File: src/rtl/rfa_pkg.sv
// Package: shared widths, slot position and result record for the
// register-file address generator. Assumes a single bank bit that sits
// above a FIELD_W-bit direct field.
package rfa_pkg;
    localparam int FIELD_W  = 7;
    localparam int ADDR_W   = FIELD_W + 1;
    localparam int IND_SLOT = 0;

    typedef struct packed {
        logic [ADDR_W-1:0] addr;
        logic              via_ptr;
        logic              self_ref;
    } rfa_res_t;
endpackage

File: src/rtl/rfa_slot_match.sv
// Module: rfa_slot_match
// Flags when a W-bit in-bank offset equals the pseudo-register slot.
// Assumes the slot sits at the same offset in every bank.
module rfa_slot_match #(
    parameter int W    = 7,
    parameter int SLOT = 0
) (
    input  logic [W-1:0] offset_i,
    output logic         hit_o
);
    localparam logic [W-1:0] SLOT_V = W'(SLOT);

    // Purpose: compare the offset with the pseudo-register position.
    always_comb begin
        hit_o = (offset_i == SLOT_V);
    end
endmodule

File: src/rtl/rfa_route.sv
// Module: rfa_route
// Picks the direct (bank-extended) or indirect (pointer) address and
// forms the two flags. Purely combinational; the caller registers it.
module rfa_route #(
    parameter int FIELD_W = 7,
    parameter int SLOT    = 0
) (
    input  logic [FIELD_W-1:0] field_i,
    input  logic               bank_i,
    input  logic [FIELD_W:0]   ptr_i,
    output rfa_pkg::rfa_res_t  res_o
);
    logic field_is_slot;
    logic ptr_is_slot;

    rfa_slot_match #(.W(FIELD_W), .SLOT(SLOT)) u_field_match (
        .offset_i (field_i),
        .hit_o    (field_is_slot)
    );

    rfa_slot_match #(.W(FIELD_W), .SLOT(SLOT)) u_ptr_match (
        .offset_i (ptr_i[FIELD_W-1:0]),
        .hit_o    (ptr_is_slot)
    );

    // Purpose: choose the address source and derive the flags.
    always_comb begin
        res_o.via_ptr  = field_is_slot;
        res_o.addr     = field_is_slot ? ptr_i : {bank_i, field_i};
        res_o.self_ref = field_is_slot & ptr_is_slot;
    end
endmodule

File: src/rtl/rfa_out_reg.sv
// Module: rfa_out_reg
// Holds the routed result for one cycle; synchronous active-low reset
// clears the address and both flags.
module rfa_out_reg (
    input  logic              clk,
    input  logic              rst_n,
    input  rfa_pkg::rfa_res_t d_i,
    output rfa_pkg::rfa_res_t q_o
);
    // Purpose: capture the routed result, or clear it during reset.
    always_ff @(posedge clk) begin
        if (!rst_n) q_o <= '0;
        else        q_o <= d_i;
    end

    // a self reference only ever comes with an indirect access.
    a_r7_self_needs_ptr: assert property (@(posedge clk) disable iff (!rst_n)
        q_o.self_ref |-> q_o.via_ptr);
endmodule

File: src/rtl/rfa_addresser.sv
// Module: rfa_addresser (top)
// Register-file address generator. A 7-bit direct field is extended by
// the bank bit; field value 0x00 redirects through the 8-bit pointer.
// Results are registered with one cycle of latency.
module rfa_addresser #(
    parameter int FIELD_W = rfa_pkg::FIELD_W,
    parameter int SLOT    = rfa_pkg::IND_SLOT
) (
    input  logic               clk,
    input  logic               rst_n,
    input  logic [FIELD_W-1:0] file_field_i,
    input  logic               bank_i,
    input  logic [FIELD_W:0]   ptr_i,
    output logic [FIELD_W:0]   eff_addr_o,
    output logic               via_ptr_o,
    output logic               self_ref_o
);
    localparam logic [FIELD_W-1:0] SLOT_V = FIELD_W'(SLOT);

    rfa_pkg::rfa_res_t routed;
    rfa_pkg::rfa_res_t held;

    rfa_route #(.FIELD_W(FIELD_W), .SLOT(SLOT)) u_route (
        .field_i (file_field_i),
        .bank_i  (bank_i),
        .ptr_i   (ptr_i),
        .res_o   (routed)
    );

    rfa_out_reg u_out (
        .clk   (clk),
        .rst_n (rst_n),
        .d_i   (routed),
        .q_o   (held)
    );

    // Purpose: expose the registered record on the ports.
    always_comb begin
        eff_addr_o = held.addr;
        via_ptr_o  = held.via_ptr;
        self_ref_o = held.self_ref;
    end

    // a direct access lands on {bank, field} one cycle later.
    a_r2_direct_addr: assert property (@(posedge clk) disable iff (!rst_n)
        (file_field_i != SLOT_V) |=>
            (eff_addr_o == {$past(bank_i), $past(file_field_i)}) && !via_ptr_o && !self_ref_o);

    // an indirect access lands on the pointer one cycle later.
    a_r4_indirect_addr: assert property (@(posedge clk) disable iff (!rst_n)
        (file_field_i == SLOT_V) |=> (eff_addr_o == $past(ptr_i)) && via_ptr_o);

    // pointer naming the pseudo-register raises the self flag.
    a_r6_self_ref: assert property (@(posedge clk) disable iff (!rst_n)
        (file_field_i == SLOT_V && ptr_i[FIELD_W-1:0] == SLOT_V) |=> self_ref_o);

    // any other pointer leaves the self flag low.
    a_r6_no_self_ref: assert property (@(posedge clk) disable iff (!rst_n)
        (ptr_i[FIELD_W-1:0] != SLOT_V) |=> !self_ref_o);
endmodule

File: config.mk
export PLATFORM = sky130hd
export DESIGN_NAME = rfa_addresser
export DESIGN_NICKNAME = d
export VERILOG_FILES = /design/src/rtl/rfa_pkg.sv /design/src/rtl/rfa_slot_match.sv /design/src/rtl/rfa_route.sv /design/src/rtl/rfa_out_reg.sv /design/src/rtl/rfa_addresser.sv
export SDC_FILE = /design/constraint.sdc
export NUM_CORES = 1
export LEC_CHECK = 0
export CELL_PAD_IN_SITES_DETAIL_PLACEMENT = 1
export CELL_PAD_IN_SITES_GLOBAL_PLACEMENT = 2
export CORE_AREA = 5 5 42 44
export CTS_BUF_LIST = sky130_fd_sc_hd__clkbuf_4
export DETAILED_ROUTE_END_ITERATION = 8
export DIE_AREA = 0 0 47 49
export DONT_BUFFER_PORTS = 1
export PLACE_DENSITY_LB_ADDON = 0.1
export SYNTH_ARGS = -nofsm -noshare
export SYNTH_HDL_FRONTEND = slang
export SYNTH_SLANG_ARGS = --single-unit
File: constraint.sdc
create_clock -name clk -period 1.3 [get_ports clk]
set_clock_uncertainty 0.2 [all_clocks]
set_input_delay 0.065 -clock clk [delete_from_list [all_inputs] [get_ports clk]]
set_output_delay 0.065 -clock clk [all_outputs]
set_load 0.05 [all_outputs]
### Word level (Yosys, flattened, before mapping)

Cells that the tools add are included.

| operators by class | value |
|---|---|
| bitwise logic cells | 1 |
| muxes and demuxes | 1 |
| reduce and logical (&&, ||, !) cells | 2 |

Operators by type and width:

| operator | number |
|---|---|
| $logic_not 7->1 | 2 |
| $mux 8 | 1 |
| $and 1x1->1 | 1 |

| storage, ports and cells | value |
|---|---|
| output and inout port bits | 10 |
| word-level logic and storage cells | 7 |
| bits of input ports | 18 |
| register bits after elaboration | 10 |

### Logic depth before layout (Yosys ltp)

Gate-level depths: netlist of run 1.

| logic depth | value |
|---|---|
| depth in word-level cells | 2 |
| gate-level depth with buffers | 3 |
| mapped depth without buffers | 3 |

### Hierarchy

A second synthesis of run 1 with hierarchy kept.

| unflattened totals | value |
|---|---|
| cells, all modules | 35 |
| area, all modules | 449.2 um^2 |

Modules (own cells, without submodules):

| module | sequential area each (um^2) | times used | area each (um^2) | cells each |
|---|---|---|---|---|
| rfa_out_reg | 200.2 | 1 | 262.8 | 20 |
| rfa_route | 0.0 | 1 | 146.4 | 11 |
| rfa_slot_match | 0.0 | 2 | 20.0 | 2 |

### Least setup slack after synthesis of run 1

OpenSTA, ideal clock, no wires.

| path | value |
|---|---|
| path kind | input -> register |
| from | input port file_field_i[3] |
| to | register u_out.q_o[9] (netlist bit) |
| required time | 0.982 ns |
| stages | 3 |
| buffers on the path | 0 |
| data arrival time | 0.698 ns |
| slack | 0.284 ns |
| library setup time | 0.118 ns |
| cell sequence | nor4_4 > nand2_4 > mux2i_1 |

| on the way | value |
|---|---|
| word-level cells in the longest chain between the ends | 2 |

RTL lines:

| what | RTL line | RTL |
|---|---|---|
| start, declared | rfa_addresser.sv:11 | `input logic [FIELD_W-1:0] file_field_i,` |
| $logic_not 7->1 | rfa_slot_match.sv:15 | `hit_o = (offset_i == SLOT_V);` |
| $mux 8 | rfa_route.sv:29 | `res_o.addr = field_is_slot ? ptr_i : {bank_i, field_i};` |
| end signal, assigned | rfa_out_reg.sv:13 | `else q_o <= d_i;` |
| end, declared | rfa_out_reg.sv:8 | `output rfa_pkg::rfa_res_t q_o` |

Every way passes these cells.
A chain may end at the register's enable or synchronous reset.

### Worst setup path after layout of run 1

| path | value |
|---|---|
| from | input port ptr_i[6] |
| to | register u_out.q_o[0] (netlist bit) |

| on the way | value |
|---|---|
| word-level cells in the longest chain between the ends | 2 |

RTL lines:

| what | RTL line | RTL |
|---|---|---|
| start, declared | rfa_addresser.sv:13 | `input logic [FIELD_W:0] ptr_i,` |
| $logic_not 7->1 | rfa_slot_match.sv:15 |  |
| $and 1x1->1 | rfa_route.sv:30 | `res_o.self_ref = field_is_slot & ptr_is_slot;` |

Every way passes these cells.

==> results of run 1 <==
## final timing paths
check / cells after the start / startpoint / end / slack (ns)
max: 4 / ptr_i[6] / u_out.q_o[0] / 0.15
min: 2 / file_field_i[3] / u_out.q_o[5] / -0.26
## repair_timing
item | 4_1_cts | 5_1_grt
hold endpoints to repair | 10 | 10
endpoints found under the setup margin | 0 | 1
gates resized for setup | 0 | 1
## cells in the mapped netlist
master and instances:
mux2i_1 1, a31oi_1 5, dfxtp_1 10, inv_1 1, nor4_1 1, nor3_2 2
nor2_1 6, o21ai_1 2, nand2_1 7, nor4_4 1, nand2_4 1, nor3_1 1
## logic make-up (layout without fill, tap and decap cells)
family                 count (synthesis)  after routing  synth area share, %
AND/OR/NAND/NOR                       19             19                 30.6
multiplexers                           1              1                 2.72
flip-flops                            10             10                 54.4
AO/OA/AOI/OAI                          7              7                 11.2
buffers and inverters                  1             17                 1.02
## power by group
group	leakage (nW)	internal, W	switching, W
clock	0.0154	0.000110	0.0000896
combinational	0.118	0.0000364	0.0000265
sequential	0.0828	0.000320	0.0000529
total	0.216	0.000467	0.000169
## routing by layer
layer  vias to the layer above  global-route usage [%]  part of all wire, %  wire length [um]
li1                        165                       -                    -                 -
met4                         0                    5.53                  2.0                19
met3                         2                    2.95                   10                95
met5                         -                       0                    0                 0
met2                        17                    13.1                   49               453
met1                       139                    9.93                   39               363
## area by class of cell
class | instances | share of cell area [%]
Tap cell | 16 | 3.70
Multi-Input combinational cell | 27 | 31.5
Timing Repair Buffer | 12 | 22.2
Clock inverter | 1 | 0.694
Inverter | 1 | 0.694
Clock buffer | 3 | 4.17
Sequential cell | 10 | 37.0
## stage by stage
step                total power, W  utilization, %  instance area [um2]  setup slack, ns  instances
floorplan                 0.000402               -                  368            0.284         38
global placement          0.000409            27.7                  388            0.234         54
detailed placement        0.000409            27.7                  388            0.198         54
CTS                       0.000645            38.1                  534           0.0949         70
global route              0.000665            38.6                  541           0.0572         70
finish                    0.000636            38.6                  541            0.149         70
==> results.md, run 1 <==
Run status:
- The run finished, with violations left.
- The final reports fail on hold timing.

Logic synthesis:
- The area of the mapped netlist is ~370 um2.
- The net count of the mapped netlist is 56.
- The top cell type by area accounts for between 50% and 60% of the synthesized area.
- In the post-synthesis netlist, the biggest area contributors are dfxtp_1 (54%), a31oi_1 (8.5%), nand2_1 (7.1%).
- The number of different library cells used by synthesis comes to 12.
- The flip-flop and latch count after synthesis is 10.
- The cell type contributing the most total cell area after synthesis is dfxtp_1.
- The warning count from the yosys run is 0.
- After technology mapping, the gate count stands at 38.
- Sequential elements use 54.4% of the synthesized area.
- Each instance of the synthesized netlist takes up on average between 9 and 10 um2.

Floorplan:
- Once the floorplan was initialized, standard cells occupied 26.3% of the core.
- The row count is 14.
- The number of top-level pins is 28.
- The area enclosed by the die boundary is about 2300 um2.
- In this run the standard cell core region covers about 1400 um2.
- The die height is around 50 um.
- The die is around 47 um wide.

CTS:
- In this run, CTS created clock tree buffers numbering 3.
- Once the clock tree was built, the setup fixing pass inserted 0 buffers.
- Clock tree synthesis selected as its root buffer the cell clkbuf_4.
- In this run the number of H-tree levels came out at 1.
- The number of sinks driven by the clock tree is 10.
- The post-cts hold buffer count is 12.
- The TritonCTS clock tree is done.
- After clock tree synthesis, the clock-pin slew on the worst setup and hold paths is around 0.06 ns.
- The number of buffers on the longest clock path is 2.

Worst setup path:
- The critical path goes through dlygate4sd3_1 > nor4_2 > nand2_1 > nor3_2.
- Grouping stages by cell kind, the critical path spends the most delay in buffers and inverters.
- STA classifies the critical path endpoint as a register.
- At the worst endpoint, the arrival time is roughly 1.1 ns.
- At the worst endpoint, the required time is between 1 and 1.5 ns.
- Of all nets on the critical path, the largest fanout is 2.
- For this run, the slowest stage of the critical path takes ~0.57 ns.
- The slowest stage of the critical path is the dlygate4sd3_1 cell.
- The critical path is of the in -> reg type.
- Together, buffers and inverters on the worst path number 1.
- STA classifies the critical path startpoint as a primary input.

Min path:
- The classification of the worst-slack hold path is in -> reg.

Final layout:
- The layout cell share with drive strength beyond 1 is 14.8%.
- The count of fill cells added during filler insertion is 171.
- The area taken by flip-flops and latches is between 200 and 250 um2.
- u_out.q_o holds more flip-flops than any other register.
- The final layout contains 73 nets.
- The library cells used most frequently in the layout, excluding fill and tap cells, are dlygate4sd3_1 (12), dfxtp_1 (10), nand2_1 (7).
- The area added between synthesis and finish is 46.9%.
- The multi-input gate area in the final layout is between 150 and 200 um2.
- The commonest non-fill, non-tap cell in the layout is dlygate4sd3_1.
- The antenna diode count is 0.
- The flip-flop count of the largest register, all copies and words added is 10.
- The largest registers in the layout are u_out.q_o: 10 flops.

Route:
- For this run, the detailed router's first-pass iteration total came to 1.
- The number of antenna-violating nets in the routed design is 0.
- The routed layout has ~320 vias.
- For this block, the initial DRC count from the detailed router was 0.
- For this run, design rule violations remaining after detail routing come to 0.
- Dividing the detail-routed via count by the number of cells gives 4.61.
- The total wire length is 931 um.
- The mean routed wirelength per cell is 13.3 um.

Timing:
- The count of endpoints failing setup in the final report is 0.
- Measured against its own limit, the worst slew margin works out to about two thirds.
- Setup total negative slack on the finished layout was measured at 0 ns.
- Across all hold checks on the routed design, the worst slack comes to -0.262 ns.
- Static timing analysis puts the maximum clock frequency at slightly below 900 MHz.
- The number of pins exceeding their max-slew limit in the final report is 0.
- Setup repair after global routing left no endpoint under its margin.
- The count of final hold-check violations is 10.
- The transition time of the tightest slew-check pin is ~0.5 ns.
- After layout, the worst path uses about nine tenths of the clock period.
- The shortest clock period the worst path allows after layout is between 1 and 1.5 ns.

Power:
- The power per unit of standard cell area is 1180 nW/um2.
- For this design the static power due to leakage is about 0.22 nW.
- Across the VDD grid, the largest voltage drop is around 260 uV.

Placed design:
- The detailed placer's ending HPWL is between 700 and 800 um.
- Input and output buffers added on the ports amount to 0.
- The routability congestion estimate is 0.697.

Global route:
- The number of global-route vias before repair is about 360.
- The first global-routing pass estimated 1500 um of wire.
- Entering global routing, the biggest net connects 8 pins.
- Across every metal layer, demand over resource in global routing totals approximately 8.7%.
- The number of antenna violations at the first check in global routing came to 0.
- The overflow left after global routing is 0.

Flow run:
- The tool flagged a number of max-cap violations equal to 0.
Power figures use the tool's default switching activity.
==> run 2, diff against run 1 <==
==> constraint.sdc (replaced) <==
create_clock -name clk -period 1.3 [get_ports clk]
set_clock_uncertainty 0.2 [all_clocks]
set_input_delay 0.13 -clock clk [delete_from_list [all_inputs] [get_ports clk]]
set_output_delay 0.13 -clock clk [all_outputs]
set_load 0.05 [all_outputs]
==> run 2 against run 1 <==
- the flow still finishes with violations (hold timing)
- count of clock-buffer cells in the layout did not move
- final cell count rose by 2.9%
- utilization rose by 1.3 points
- die area did not move
- critical path depth did not move
- non-clock buffer count rose by 2
- critical path type unchanged
- critical endpoint unchanged
==> results.md, run 2 (synthesis results as in run 1) <==
Power:
- The proportion of power drawn by combinational gates is 10.8% (+0.9 points).
- The worst-case vdd ir drop was 273 uV (+3.3%).
- The power per unit of standard cell area came to 1150 nW/um2 (-2.6%).
- The leakage component of the power is 0.228 nW (+5.7%).
- The reported net switching power came to 0.000169 W (+0.20%).
- The portion of total power attributed to sequential cells is 58.3% (-0.4 points).
- The total chip power is 0.000639 W (+0.59%).
- The cell-internal power is 0.000470 W (+0.73%).
- The switching part of the total power is 26.5% (-0.10 points).
- The share of total power in the clock network came to 30.8% (-0.6 points).

Global route:
- The number of antenna violations at the first check in global routing is 0 (unchanged).
- The overflow left after global routing is 0 (unchanged).
- The first-pass GRT wire length came to 1520 um (+1.3%).
- The maximum number of pins on one net before global-route repair is 8 (unchanged).
- The number of global-route vias before repair is 364 (+0.83%).
- The total global-route track usage is 8.94% (+0.27 points).

Final layout:
- The layout cell share with drive strength beyond 1 is 16.1% (+1.3 points).
- The largest registers in the layout are u_out.q_o: 10 flops.
- The register with the most flip-flops is u_out.q_o.
- The multi-input gate area in the final layout is 170 um2 (unchanged).
- Leaving out fill and tap cells, the most frequent cell in the layout is dlygate4sd3_1.
- The flip-flop count of the largest register, all copies and words added is 10 (unchanged).
- The area taken by flip-flops and latches is 200 um2 (unchanged).
- The antenna diode count is 0 (unchanged).
- The final cell count without fillers is 72 (+2.9%).
- The number of nets in the layout is 75 (+2.7%).
- The area added between synthesis and finish is 51.7%.
- The count of fill cells added during filler insertion came to 175 (+2.3%).
- In the layout the commonest cells are dlygate4sd3_1 (13), dfxtp_1 (10), nand2_1 (7).

Worst setup path:
- The category of the worst setup path capture point is a register.
- The worst setup path category is in -> reg.
- Walking the worst path, the cells encountered are dlygate4sd3_1 > nor4_2 > nand2_1 > nor3_2.
- The stage delay of the slowest cell on the critical path is 0.58 ns (about the same).
- The worst setup path is launched from a primary input.
- The largest individual stage delay along the critical path comes from the cell dlygate4sd3_1.
- The worst path required time was 1.28 ns (about the same).
- The top fanout value on the critical path was 2 (unchanged).
- The arrival time at the worst endpoint came to 1.22 ns (+0.09 ns).

Flow run:
- The max-capacitance violation count is 0 (unchanged).

CTS:
- TritonCTS built the clock tree.
- The post-cts hold buffer count was 13 (+1).
- The number of buffers added for setup after CTS was 0 (unchanged).
- The number of sinks driven by the clock tree was 10 (unchanged).
- The number of H-tree branching levels was 1 (unchanged).
- The clock-pin slew on the worst setup and hold paths is 0.06 ns (about the same).
- The number of buffers on the longest clock path is 2 (unchanged).
- Clock tree synthesis selected as its root buffer the cell clkbuf_4.
- The number of buffers inserted during clock tree synthesis is 3 (unchanged).

Timing:
- The shortest clock period the worst path allows after layout came to 1.24 ns (+0.0911 ns).
- The part of the cycle the worst path needs is 95.5% (+7.0 points).
- The total negative slack for setup checks is 0 ns (unchanged).
- The worst-case headroom to the max-slew limit came to 67.6% (+0.71 points).
- The number of pins exceeding their max-slew limit in the final report is 0 (unchanged).
- Setup repair after global routing left no endpoint under its margin.
- The count of final hold-check violations was 9 (-1).
- The worst hold slack is -0.182 ns (+0.0802 ns).
- The highest achievable clock rate came to 805 MHz (-7.3%).
- The count of endpoints failing setup in the final report was 0 (unchanged).
- The transition time of the tightest slew-check pin is 0.486 ns (-0.00867 ns).

Min path:
- The classification of the worst-slack hold path is in -> reg.
- The hold-critical path endpoint is u_out.q_o[3].
- In this run the most critical hold path is launched from file_field_i[1].
- The hold path depth is 2 (unchanged).

Floorplan:
- The chip width is 47 um (unchanged).
- The number of top-level pins is 28 (unchanged).
- The die height is 49 um (unchanged).
- The area of the placeable core is 1400 um2 (unchanged).
- The row count came to 14 (unchanged).
- The initial standard-cell utilization of the core is 26.3% (unchanged).
- The area enclosed by the die boundary came to 2300 um2 (unchanged).

Run status:
- The checks that failed: hold timing.
- The run finished, with violations left.

Route:
- The number of detailed-route iterations in the first pass was 2 (+1).
- The total wire length is 944 um (+1.4%).
- The total number of vias is 342 (+5.9%).
- The mean routed wirelength per cell came to 13.1 um (-1.4%).
- The post-route DRC violation count is 0 (unchanged).
- The DRC violation total after the first TritonRoute iteration came to 3 (+3).
- The number of antenna-violating nets in the routed design is 0 (unchanged).
- The detailed-route vias per instance is 4.75 (+2.9%).

Placed design:
- The number of buffers added on ports is 0 (unchanged).
- The post-placement cell count came to 55 (+1.9%).
- The routability congestion estimate is 0.699 (+0.29%).
- The detailed placer's ending HPWL was 780 um (+3.8%).
[run 2: cell count changes in the layout (fill, tap and decap cells not counted), sizes merged]
cell	before	now
buf	0	1
dlygate4sd3	12	13
[run 2: metrics by stage]
step	util (%)	area (um2)	hold slack [ns]	worst slack [ns]
finish	39.8	558	-0.182	0.0580
global placement	28.2	395	0.0767	0.169
CTS	39.4	552	-0.188	0.0286
floorplan	-	368	0.0446	0.219
global route	39.8	558	-0.191	0.0288
detailed placement	28.2	395	0.0766	0.136
[run 2: area by class of cell]
cell class | instances | share of cell area (%)
multi-input cells | 27 | 30.5
flip-flops and latches | 10 | 35.9
repair buffers | 14 | 24.7
inverters | 1 | 0.673
well taps | 16 | 3.59
clock inverters | 1 | 0.673
clock buffers | 3 | 4.04
[run 2: how the worst max path moves through the flow]
stage / cells after the start / from / slack, ns / end
2_1_floorplan: 3 / file_field_i[3] / 0.22 / u_out.q_o[9]
3_3_place_gp: 3 / file_field_i[3] / 0.17 / u_out.q_o[9]
3_5_place_dp: 3 / file_field_i[3] / 0.14 / u_out.q_o[8]
4_1_cts: 4 / ptr_i[6] / 0.03 / u_out.q_o[0]
5_1_grt: 4 / ptr_i[6] / 0.03 / u_out.q_o[0]
6_report: 4 / ptr_i[6] / 0.06 / u_out.q_o[0]
[run 2: per-layer routing]
metal	global-route usage, %	wire length, um	share of wire, %	vias up
met5	0	0	0	-
met4	4.15	0	0	0
met3	3.69	103	11	0
met2	14.9	471	50	17
met1	9.23	369	39	152
li1	-	-	-	173
[run 2: worst max-delay path: cells and delay by family]
family        cells  cell delay, ns
simple gates      3            0.51
buf+inv           1            0.58
[run 2: timing repair]
item,CTS,global route
gates resized for setup,0,1
endpoints found under the setup margin,0,1
hold endpoints to repair,10,9
[run 2: power by group through the flow]
stage          Clock (W)  Combinational, W  Sequential (W)
2_1_floorplan          0         0.0000237        0.000378
3_3_place_gp           0         0.0000303        0.000380
3_5_place_dp           0         0.0000313        0.000380
4_1_cts         0.000206         0.0000681        0.000373
5_1_grt         0.000230         0.0000762        0.000374
6_report        0.000197         0.0000693        0.000373
==> run 3, diff against run 2 <==
- clock period: 1.3 -> 1.2 ns (I/O delays scaled with it)
==> run 3 against run 2 <==
- the run still ends with hold timing left
- via count rose by 11%
- critical endpoint unchanged
- largest power group unchanged
- non-clock buffer count rose by 10
- power rose by 11%
- die area did not move
- clock power rose by 5%
- highest routed layer is now met4
- sequential share of layout area fell by 4.3 points
- critical path depth did not move
- hold slack got worse by 0.021 ns
- cell area rose by 14%
- setup slack improved by 0.027 ns
- routed wire length rose by 6.3%
- sequential cell count did not move
==> results.md, run 3 (synthesis results as in run 1) <==
Run status:
- The flow ran to the end, but the final reports show violations.
- The checks that failed: hold timing.

Route:
- The mean routed wirelength per cell is 12.4 um (-5.6%).
- The detailed-route vias per instance came to 4.70 (-0.97%).
- The DRC violation total after the first TritonRoute iteration is 5 (+2).
- The number of antenna-violating nets in the routed design is 0 (unchanged).
- The total wire length came to 1000 um (+6.3%).
- The post-route DRC violation count is 0 (unchanged).
- The number of detailed-route iterations in the first pass came to 2 (unchanged).
- The total number of vias came to 381 (+11%).

Global route:
- The overflow left after global routing is 0 (unchanged).
- The total global-route track usage is 9.75% (+0.81 points).
- The maximum number of pins on one net before global-route repair is 8 (unchanged).
- The number of antenna violations at the first check in global routing was 0 (unchanged).
- The first-pass GRT wire length is 1580 um (+3.7%).
- The number of global-route vias before repair was 387 (+6.3%).

Worst setup path:
- The worst setup path is launched from a primary input.
- The top fanout value on the critical path is 2 (unchanged).
- The worst path required time is 1.18 ns (-0.10 ns).
- The category of the worst setup path capture point is a register.
- The arrival time at the worst endpoint is 1.10 ns (-0.12 ns).
- By startpoint and endpoint, the worst setup path is classified as in -> reg.

Timing:
- The highest achievable clock rate is 897 MHz.
- The total negative slack for setup checks is 0 ns (unchanged).
- Setup repair after global routing left no endpoint under its margin.
- The shortest clock period the worst path allows after layout is 1.11 ns.
- The worst hold slack was -0.203 ns (-0.0209 ns).
- The worst-case headroom to the max-slew limit came to 71.2% (+3.6 points).
- The count of endpoints failing setup in the final report is 0 (unchanged).
- Of the available clock period, the critical path in the final layout requires between 90% and 100%.
- The transition time of the tightest slew-check pin is 0.429 ns (-0.0565 ns).
- The number of pins exceeding their max-slew limit in the final report was 0 (unchanged).
- The count of final hold-check violations was 10 (+1).

CTS:
- In this run the clock root is driven by a clkbuf_4.
- The TritonCTS clock tree is done.
- The clock-pin slew on the worst setup and hold paths is 0.06 ns (about the same).
- The number of H-tree branching levels was 1 (unchanged).
- The number of sinks driven by the clock tree came to 10 (unchanged).
- The number of buffers inserted during clock tree synthesis is 3 (unchanged).
- The number of buffers on the longest clock path is 2 (unchanged).

Final layout:
- The number of nets in the layout is 85 (+13%).
- The layout cell share with drive strength beyond 1 is 29.2% (+13 points).
- The count of fill cells added during filler insertion is 175 (unchanged).
- The share of the core filled with cells is 45.3% (+5.4 points).
- The flip-flop count of the largest register, all copies and words added is 10 (unchanged).
- The antenna diode count is 0 (unchanged).
- The area added between synthesis and finish is 72.4%.
- The final design area excluding fillers is 634 um2 (+14%).
- In the layout the commonest cells are dlygate4sd3_1 (11), buf_4 (11), dfxtp_1 (10).
- The largest registers in the layout are u_out.q_o: 10 flops.
- Counting flops per register, the top entry is u_out.q_o.

Floorplan:
- The die height came to 49 um (unchanged).
- The area enclosed by the die boundary came to 2300 um2 (unchanged).
- The row count is 14 (unchanged).
- The chip width came to 47 um (unchanged).
- The number of top-level pins was 28 (unchanged).
- The area of the placeable core came to 1400 um2 (unchanged).
- The initial standard-cell utilization of the core came to 26.3% (unchanged).

Placed design:
- The placed cell area is 470 um2 (+19%).
- The number of buffers added on ports is 0 (unchanged).
- The routability congestion estimate is 0.679 (-3.0%).

Min path:
- The classification of the worst-slack hold path is in -> reg.
- The hold-critical path endpoint is u_out.q_o[5].
- The startpoint of the tightest hold check path is file_field_i[3].
- The hold path depth is 2 (unchanged).

Power:
- The leakage component of the power was 0.294 nW (+29%).
- The power per unit of standard cell area is 1110 nW/um2 (-2.7%).
- The total chip power was 0.000707 W (+11%).
- The worst-case vdd ir drop was 361 uV (+32%).

Flow run:
- The max-capacitance violation count is 0 (unchanged).
-- run 3: worst max-delay path: stages --
cell	delay, ns
dlygate4sd3_1	0.57
nor4_2	0.21
nand2_1	0.10
nor3_2	0.09
-- run 3: worst max-delay path by stage --
stage                     slack (ns)       startpoint      endpoint  depth (start not counted)
after global placement          0.08  file_field_i[3]  u_out.q_o[9]                          3
after CTS                       0.03         ptr_i[6]  u_out.q_o[0]                          4
after global routing            0.02         ptr_i[1]  u_out.q_o[0]                          4
after floorplan                 0.13  file_field_i[3]  u_out.q_o[9]                          3
final                           0.09         ptr_i[1]  u_out.q_o[0]                          4
after detailed placement        0.07  file_field_i[3]  u_out.q_o[9]                          3
-- run 3: routing by layer --
metal	routed length (um)	global-route usage [%]	part of all wire, %	vias to the layer above
met3	122	2.95	12	2
met2	474	13.8	47	17
met4	20	9.68	2.0	0
met1	385	10.7	38	173
li1	-	-	-	189
met5	0	0	0	-
-- run 3: where the power goes --
group          total (W)  internal [W]  switching (W)
sequential      0.000351      0.000347     0.00000381
combinational   0.000149     0.0000625      0.0000868
clock           0.000207      0.000115      0.0000927
total           0.000707      0.000524       0.000183
-- run 3: cell type report --
| cell class | instances | area (um2) | share of cell area, % |
|---|---|---|---|
| multi-input cells | 27 | 170 | 26.8 |
| inverters | 1 | 3.75 | 0.592 |
| flip-flops and latches | 10 | 200 | 31.6 |
| well taps | 16 | 20.0 | 3.16 |
| repair buffers | 24 | 218 | 34.3 |
| clock buffers | 3 | 22.5 | 3.55 |
-- run 3: metrics by stage --
| stage | setup WS [ns] | instances |
|---|---|---|
| final | 0.0855 | 81 |
| after global routing | 0.0221 | 81 |
| after CTS | 0.0253 | 80 |
| after detailed placement | 0.0664 | 65 |
| after global placement | 0.0822 | 65 |
| after floorplan | 0.129 | 38 |
-- run 3: timing repair --
| action | CTS | global route |
|---|---|---|
| hold buffers | 12 | 1 |
| hold endpoints to repair | 10 | 10 |
| gates resized for setup | 0 | 3 |
| buffers inserted | 0 | 0 |
| setup endpoints to repair | 0 | 1 |
